[src/rtl/br_pkg.sv]
package br_pkg;

  localparam logic [3:0] BR_OPCODE = 4'b1000;

  typedef enum logic [2:0] {
    BC_ALWAYS = 3'd0,
    BC_CARRY  = 3'd1,
    BC_OVF    = 3'd2,
    BC_PLUS   = 3'd3,
    BC_ZERO   = 3'd4,
    BC_LESS   = 3'd5,
    BC_LEQ    = 3'd6,
    BC_USC    = 3'd7
  } base_cond_e;

  typedef struct packed {
    logic s;
    logic z;
    logic c;
    logic ov;
  } flags_t;

  typedef struct packed {
    logic       is_branch;
    logic       backward;
    logic       external;
    logic       invert;
    base_cond_e base;
    logic [3:0] field;
  } br_dec_t;

  function automatic logic base_test(input base_cond_e sel, input flags_t f);
    logic r;
    case (sel)
      BC_ALWAYS: r = 1'b1;
      BC_CARRY:  r = f.c;
      BC_OVF:    r = f.ov;
      BC_PLUS:   r = ~f.s;
      BC_ZERO:   r = f.z;
      BC_LESS:   r = f.s ^ f.ov;
      BC_LEQ:    r = f.z | (f.s ^ f.ov);
      default:   r = f.c ^ f.s;
    endcase
    return r;
  endfunction

endpackage

[src/rtl/br_field_decode.sv]
module br_field_decode
  import br_pkg::*;
#(
  parameter int WORD_W = 16
) (
  input  logic [WORD_W-1:0] word,
  output br_dec_t           dec
);
  localparam int OP_LSB = 6;

  always_comb begin
    dec.is_branch = (word[OP_LSB +: 4] == BR_OPCODE);
    dec.backward  = word[5];
    dec.external  = word[4];
    dec.invert    = word[3];
    dec.base      = base_cond_e'(word[2:0]);
    dec.field     = word[3:0];
  end
endmodule

[src/rtl/br_cond_eval.sv]
module br_cond_eval
  import br_pkg::*;
#(
  parameter int N_BASE = 8
) (
  input  br_dec_t dec,
  input  flags_t  flags,
  input  logic    ext_true,
  output logic    taken
);
  logic [N_BASE-1:0] cond_vec;
  logic              base_hit;
  logic              internal_hit;

  for (genvar g = 0; g < N_BASE; g++) begin : g_cond
    assign cond_vec[g] = base_test(base_cond_e'(g), flags);
  end

  assign base_hit     = cond_vec[dec.base];
  assign internal_hit = base_hit ^ dec.invert;

  always_comb begin
    if (!dec.is_branch)     taken = 1'b0;
    else if (dec.external)  taken = ext_true;
    else                    taken = internal_hit;
  end
endmodule

[src/rtl/br_target_calc.sv]
module br_target_calc #(
  parameter int ADDR_W  = 16,
  parameter int PC_STEP = 2
) (
  input  logic [ADDR_W-1:0] pc,
  input  logic [ADDR_W-1:0] disp,
  input  logic              backward,
  output logic [ADDR_W-1:0] fallthru,
  output logic [ADDR_W-1:0] target
);
  logic [ADDR_W-1:0] offset;

  assign fallthru = pc + ADDR_W'(PC_STEP);
  assign offset   = backward ? ~disp : disp;
  assign target   = fallthru + offset;
endmodule

[src/rtl/br_cond_unit.sv]
module br_cond_unit
  import br_pkg::*;
#(
  parameter int ADDR_W        = 16,
  parameter int WORD_W        = 16,
  parameter int CYC_TAKEN     = 9,
  parameter int CYC_NOT_TAKEN = 7,
  parameter int PC_STEP       = 2,
  localparam int CYC_W        = $clog2(CYC_TAKEN + 1)
) (
  input  logic              clk,
  input  logic              rst_n,
  input  logic              in_valid,
  output logic              in_ready,
  input  logic [WORD_W-1:0] in_word,
  input  logic [ADDR_W-1:0] in_disp,
  input  logic [ADDR_W-1:0] in_pc,
  input  logic              in_flag_s,
  input  logic              in_flag_z,
  input  logic              in_flag_c,
  input  logic              in_flag_ov,
  output logic              ext_req,
  output logic [3:0]        ext_code,
  input  logic              ext_true,
  output logic              out_valid,
  input  logic              out_ready,
  output logic              out_branch,
  output logic              out_taken,
  output logic [ADDR_W-1:0] out_target,
  output logic [ADDR_W-1:0] out_next_pc,
  output logic [CYC_W-1:0]  out_cycles
);

  // stage A: captured request
  logic              a_valid;
  logic [WORD_W-1:0] a_word;
  logic [ADDR_W-1:0] a_disp;
  logic [ADDR_W-1:0] a_pc;
  flags_t            a_flags;

  // stage A combinational results
  br_dec_t           a_dec;
  logic              a_taken;
  logic [ADDR_W-1:0] a_fall;
  logic [ADDR_W-1:0] a_target;
  logic [ADDR_W-1:0] a_next;
  logic [CYC_W-1:0]  a_cycles;

  logic a_advance;
  logic in_fire;

  assign a_advance = a_valid && (!out_valid || out_ready);
  assign in_ready  = !a_valid || a_advance;
  assign in_fire   = in_valid && in_ready;

  always_ff @(posedge clk or negedge rst_n) begin
    if (!rst_n) begin
      a_valid <= 1'b0;
      a_word  <= '0;
      a_disp  <= '0;
      a_pc    <= '0;
      a_flags <= '0;
    end else begin
      if (in_fire) begin
        a_valid   <= 1'b1;
        a_word    <= in_word;
        a_disp    <= in_disp;
        a_pc      <= in_pc;
        a_flags.s <= in_flag_s;
        a_flags.z <= in_flag_z;
        a_flags.c <= in_flag_c;
        a_flags.ov <= in_flag_ov;
      end else if (a_advance) begin
        a_valid <= 1'b0;
      end
    end
  end

  br_field_decode #(.WORD_W(WORD_W)) u_decode (
    .word (a_word),
    .dec  (a_dec)
  );

  br_cond_eval u_cond (
    .dec      (a_dec),
    .flags    (a_flags),
    .ext_true (ext_true),
    .taken    (a_taken)
  );

  br_target_calc #(.ADDR_W(ADDR_W), .PC_STEP(PC_STEP)) u_target (
    .pc       (a_pc),
    .disp     (a_disp),
    .backward (a_dec.backward),
    .fallthru (a_fall),
    .target   (a_target)
  );

  assign a_next = a_taken ? a_target : a_fall;

  always_comb begin
    if (!a_dec.is_branch) a_cycles = '0;
    else if (a_taken)     a_cycles = CYC_W'(CYC_TAKEN);
    else                  a_cycles = CYC_W'(CYC_NOT_TAKEN);
  end

  assign ext_req  = a_valid && a_dec.is_branch && a_dec.external;
  assign ext_code = ext_req ? a_dec.field : 4'h0;

  // stage B: result register
  always_ff @(posedge clk or negedge rst_n) begin
    if (!rst_n) begin
      out_valid   <= 1'b0;
      out_branch  <= 1'b0;
      out_taken   <= 1'b0;
      out_target  <= '0;
      out_next_pc <= '0;
      out_cycles  <= '0;
    end else begin
      if (a_advance) begin
        out_valid   <= 1'b1;
        out_branch  <= a_dec.is_branch;
        out_taken   <= a_taken;
        out_target  <= a_target;
        out_next_pc <= a_next;
        out_cycles  <= a_cycles;
      end else if (out_ready) begin
        out_valid <= 1'b0;
      end
    end
  end

endmodule

[config.mk]
export PLATFORM = sky130hd
export DESIGN_NAME = br_cond_unit
export DESIGN_NICKNAME = d
export VERILOG_FILES = /design/src/rtl/br_pkg.sv /design/src/rtl/br_field_decode.sv /design/src/rtl/br_cond_eval.sv /design/src/rtl/br_target_calc.sv /design/src/rtl/br_cond_unit.sv
export SDC_FILE = /design/constraint.sdc
export NUM_CORES = 1
export LEC_CHECK = 0
export BUFFER_PORTS_ARGS = -buffer_cell sky130_fd_sc_hd__buf_2
export CAP_MARGIN = 10
export CORE_AREA = 3 3 156 128
export DETAILED_ROUTE_END_ITERATION = 10
export DIE_AREA = 0 0 159 131
export PLACE_DENSITY = 0.55
export REMOVE_ABC_BUFFERS = 1
export SETUP_SLACK_MARGIN = 0.4
export SLEW_MARGIN = 30
export SYNTH_ARGS = -nofsm -noshare
export SYNTH_HDL_FRONTEND = slang
export SYNTH_SLANG_ARGS = --single-unit
[constraint.sdc]
create_clock -name clk -period 3.3 [get_ports clk]
set_input_delay 0.165 -clock clk [delete_from_list [all_inputs] [get_ports clk]]
set_output_delay 0.165 -clock clk [all_outputs]
set_load 0.05 [all_outputs]
== Word-level counts from Yosys, hierarchy flattened ==
Cells that the tools add are included.
Word-level totals
  register bits: 86
  bits of input ports: 57
  output and inout port bits: 45
Operators by class
  add/subtract/negate cells: 2
  $lt $le $gt $ge: 1
  equality and inequality tests: 1
  multiplexer cells: 13
  bitwise gates (word level): 6
  reductions and logical operators: 10
Operators by type and width (number)
  two-way mux 16 bit: 2
  adder 16 bit: 1
  adder 16 x 2 -> 16 bit, second input constant: 1
  inverter 16 bit: 1
  two-way mux 4 bit: 3
  two-way mux 1 bit: 7
  equality test 4 bit, second input constant: 1
  logical AND 1 bit: 4
  less-than comparator 3 x 4 -> 1 bit, second input constant: 1
  nonzero test 2 bit: 2
  binary-select mux 1 bit (select 3 bit): 1
  bitwise XOR 1 bit: 3
  zero test 1 bit: 2
  logical OR 1 bit: 2
  inverter 1 bit: 1
  OR 1 bit: 1

== Logic depth before layout (Yosys ltp) ==
  depth after elaboration: 9
  depth in mapped cells: 14

== Modules after synthesis ==
Synthesis repeated with hierarchy kept, for this count alone.
Second synthesis, totals
  cells, all modules: 410
  area total of the unflattened synthesis: 5004.8 um^2
By module, submodules not included
  br_cond_unit: instances 1, cells each 241, area an instance 3624.7 um^2, seq. area each 2252.2 um^2
  br_target_calc: instances 1, cells each 142, area an instance 1152.4 um^2, seq. area each 0.0 um^2
  br_cond_eval: instances 1, cells each 16, area an instance 137.6 um^2, seq. area each 0.0 um^2
  br_field_decode: instances 1, cells each 11, area an instance 90.1 um^2, seq. area each 0.0 um^2

== Worst setup path after synthesis ==
No wires, ideal clock.
  path kind: reg-to-reg
  start point: reg a_word[5]
  end point: reg out_next_pc[12]
  library setup time: 0.120 ns
  data arrival time: 3.342 ns
  slack: -0.162 ns
  stages on the path, launching flop included: 15
  path buffers: 2
  clock period less this slack: 3.462 ns
  cells stage by stage: dfrtp_1 > buf_6 > buf_2 > xor2_1 > ha_1 > fa_1 > a211oi_1 > nor2_1 > o221a_2 > a221o_2 > a31oi_4 > o21ai_4 > xnor2_1 > or3_1 > a31o_1
Between the ends
  longest elaborated chain between the ends: 3
RTL lines
  start, declared: RTL line br_cond_unit.sv:36  | logic [WORD_W-1:0] a_word;
  start signal, assigned: RTL line br_cond_unit.sv:66  | a_word <= in_word;
  two-way mux 16 bit: RTL line br_target_calc.sv:14  | assign offset = backward ? ~disp : disp;
  adder 16 bit: RTL line br_target_calc.sv:15  | assign target = fallthru + offset;
  two-way mux 16 bit: RTL line br_cond_unit.sv:99  | assign a_next = a_taken ? a_target : a_fall;
  end signal, assigned: RTL line br_cond_unit.sv:125  | out_next_pc <= a_next;
  end, declared: RTL line br_cond_unit.sv:30  | output logic [ADDR_W-1:0] out_next_pc,
No other way between the ends.
A chain may end at the register's enable or synchronous reset.

== Worst setup path after layout ==
Ends and elaborated chain as after synthesis.

==> results <==
- The run finished with clean final reports.
- The startpoint of the worst-slack reg-to-reg timing path is a_word[5].
- The max-slew violation count was 0.
- In this run the critical register-to-register path is captured at out_next_pc[12].
- Traced cell by cell, the critical path runs through buf_4, xor2_2, fa_2, a211oi_4, nor2_2, o221a_2, a221o_2, a31oi_4, o21ai_4, xnor2_1, or3_1, a31o_1.
- Summed over all nets, the half-perimeter wirelength after detailed placement is 8493 um.
- Across the routed clock network, the largest skew measured is between 8 and 9 ps.
- The clock sink count is between 80 and 90.
- The gate family responsible for the most delay along the worst path is compound AO/OA/AOI/OAI gates.
- The netlist uses 62 different library cells.
- The number of standard-cell rows in the floorplan is 45.
- The root buffer cell chosen for the clock tree is clkbuf_16.
- The ratio of total power to cell area is roughly 810 nW/um^2.
- The number of global-route vias before repair was ~3600.
- The start point of the worst min-delay path is in_pc[3].
- The worst stage delay on the critical path is roughly 410 ps.
- The TritonCTS buffer count is 9.
- The maximum level of the CTS H-tree is 3.
- The area of the core region is roughly 19000 um^2.
- The final critical delay including setup and external delays is around 3200 ps.
- The average cell area after synthesis is 10.88 um^2.
- The static leakage power is 2.797 nW.
- The total grt overflow is 0.
- Setup repair after global routing could not meet its margin everywhere.
- The cell with the biggest individual delay on the critical path is fa_2.
- The start-to-end type of the worst setup path is reg2reg.
- STA classifies the critical path endpoint as a flop.
- The type of the most critical hold path is in2reg.
- In this run the deepest clock path goes through 2 buffers.
- The number of antenna diodes is 0.
- The average wire length per cell after detail routing is 14.66 um.
- The internal power of the cells totals approximately 0.0029 W.
- The post-route DRC violation count is 0.
- Setup violations remaining at the end of the flow were counted as 0.
- The worst pin sits at a relative slew slack of 0.4525.
- The count of buffers from port buffering is 95.
- STA puts the critical path data required time at 3540 ps.
- Derived from the worst setup path, the maximum achievable clock frequency is approximately 0.32 GHz.
- The die span in x is roughly 160 um.
- The area fraction of the dominant cell type after synthesis is 0.4501.
- The top cell type by total area after synthesis is dfrtp_1.
- The number of I/O pins is a little over 100.
- The final critical-path share of the clock period is 0.9564.
- The async set-reset flop share out of synthesis is 1.000.
- In the final layout, the share of cells above drive strength 1 is 0.4475.
- The setup TNS after final layout is 0 ps.
- The proportion of synthesized chip area in sequential cells is 0.4501.
- The synthesized design contains 0 enable-type register cells.
- The clock reaches the later pin of the worst-skew pair after 340 ps.
- In the post-synthesis netlist, the biggest area contributors are dfrtp_1 (45%), mux2_2 (12%), xor2_1 (5.7%), xnor2_1 (4.4%), nand2_1 (4.2%).
- In this run the cell area of the synthesized design comes to ~4600 um^2.
- IR analysis of the VDD net gives a maximum drop of roughly 0.26 mV.
- In this run, synthesis produced a sequential element count of a little over 80.
- Of the total power, the share spent switching nets is 0.4234.
- The hold path endpoint is a_pc[3].
- The wire length after detailed routing is roughly 12000 um.
- Entering global routing, the biggest net connects 84 pins.
- The maximum net fanout on the critical path is 3.
- The count of nets left with antenna violations once routing finished came out at 0.
- The part of the power in the clock network is 0.201.
- For the worst setup path, the data arrival time is between 3000 and 4000 ps.
- The leading register cell type out of synthesis is dfrtp_1.
- The minimum setup slack among reg-to-reg paths is ~140 ps.
- The worst hold path depth is 2.
- The yosys synthesis warning count is 0.
- The routability congestion estimate from global placement is approximately 0.8.
- The count of filler cells inserted in the layout is between 1500 and 2000.
- The number of antenna violations at the first check in global routing is 0.
- The part of the total power dissipated in combinational logic is 0.516.
- The worst setup path is launched from a flop.
- The first global-routing pass estimated around 19000 um of wire.
- The depth of the worst register-to-register path is 12.
- The initial utilization of the core area, before any placement, comes to 0.2469.
- The die covers roughly 21000 um^2.
- The number of detailed-route iterations in the first pass is 4.
- The number of vias per cell is roughly 4.4.
- In this run the power spent charging and discharging nets is ~0.0021 W.
- The combined global-route utilization of all metal layers is 0.1166.
- The count of final hold-check violations is 0.
- The TritonCTS clock tree is done.
- Clock-pin slew was measured on the worst setup and hold paths at 70 ps.
- For the pin with the worst max-slew slack, the measured transition is 818.4 ps.
- The total number of vias is 3536.
- The buffer and inverter count on the worst path is 1.
- Measured along the y axis, the die boundary spans ~130 um.
- On the final layout, the worst hold slack is about 53 ps.
- The sequential share of power is 0.284.
- The violation count after the first detailed-route iteration is about 140.
- After technology mapping, the gate count stands at 424.
- The area growth from synthesis to layout is 33.87%.
- The tool flagged a number of max-cap violations equal to 0.
- The power after layout is ~0.0050 W.
- After the last flow step, the layout net total stands at 620.
[cell usage in the layout (no fill, tap or decap), types with 2 or more instances in the layout]
cell        instances
nor3_1              5
nand4_4             2
mux2i_1             4
o21ai_1            17
clkbuf_16           9
and3_1              4
o21ai_0            14
nand2_1            50
nor2_1             14
o21ai_2             2
and2_1              6
xnor2_1            18
dfrtp_1            82
a31oi_4             2
nand2b_1            7
mux2_2             48
xor2_2              7
nor2_2              2
clkinvlp_4          2
buf_12              3
xnor2_2             6
o21a_1              3
a21oi_2             2
ha_4                2
buf_2              94
xor2_1             24
inv_1               6
or2_2               2
or3_1               2
clkinv_2            3
a21oi_1            11
buf_4              30
buf_6               2
nand3_1             9
a21o_1              4
ha_2                3
nand2_2             2
ha_1               10
[per-layer routing]
metal | wire (um) | GRT usage
met5 | 0 | 0
met4 | 199 | 0.04838
met3 | 474 | 0.02710
met2 | 5598 | 0.1910
met1 | 5600 | 0.1503
[through the flow]
stage                     setup WS, ps  area, um^2  cells    util
after floorplan                 -263.6        4527    406       -
after global placement           26.69        5458    774  0.2920
after detailed placement        -27.31        5466    774  0.2924
after CTS                        126.6        6071    806  0.3248
after global routing             12.55        6177    810  0.3305
final                            143.9        6177    810  0.3305
[Yosys cell counts, drive strengths merged (2+ instances only)]
library cell,number
a211oi,3
a21o,5
a21oi,13
a31oi,2
and2,7
and3,4
buf,5
clkbuf,13
dfrtp,83
ha,15
inv,7
mux2,48
mux2i,4
nand2,53
nand2b,7
nand3,10
nand4,3
nor2,17
nor3,6
nor4,2
o211ai,2
o21a,3
o21ai,34
or2,2
or3,2
xnor2,25
xor2,31
xor3,2
[registers in the layout (all words and copies together), names as in the netlist]
register and flops:
a_disp 16, a_flags 4, a_pc 16, a_valid 1, a_word 10, out_cycles 2
out_next_pc 16, out_taken 1, out_target 16, out_valid 1
[timing repair]
item	in CTS	in global routing
hold buffers	1	0
setup buffers	15	4
resized for setup	31	14
hold endpoints to repair	83	0
setup endpoints to repair	15	16
pin swaps	22	13
[cell type report]
class                           instances  area [um^2]  area share
Sequential cell                        83         2078      0.3364
Clock inverter                          7        68.82     0.01114
Clock buffer                            9        225.2     0.03646
Inverter                                7        26.28    0.004254
Tap cell                              258        322.8     0.05226
Timing Repair Buffer                  130        788.3      0.1276
Multi-Input combinational cell        316         2668      0.4318
[logic make-up after synthesis]
| family | share of synthesized area |
|---|---|
| AO/OA/AOI/OAI | 0.1079 |
| XOR/XNOR | 0.1217 |
| adder cells (fa/ha/maj) | 0.04501 |
| buffers and inverters | 0.02467 |
| flip-flops | 0.4501 |
| multiplexers | 0.1258 |
| AND/OR/NAND/NOR | 0.1247 |
[how the worst max path moves through the flow]
stage	from	end	slack, ps	cells past startpoint
after floorplan	a_word[5]	out_next_pc[12]	-260	12
final	a_word[5]	out_next_pc[12]	140	12
after detailed placement	a_word[5]	out_next_pc[12]	-30	12
after CTS	a_word[5]	out_next_pc[12]	130	12
after global routing	a_word[5]	out_next_pc[14]	10	13
after global placement	a_word[5]	out_next_pc[12]	30	12
[power by group through the flow]
stage	Combinational [W]	Sequential, W	Clock, W
after detailed placement	0.00215	0.00144	0
after global placement	0.00212	0.00143	0
after CTS	0.00244	0.00143	0.00104
after floorplan	0.00106	0.00196	0
after global routing	0.00279	0.00146	0.00108
final	0.00259	0.00142	0.00101
No activity file was read; power rests on OpenSTA's default activity.
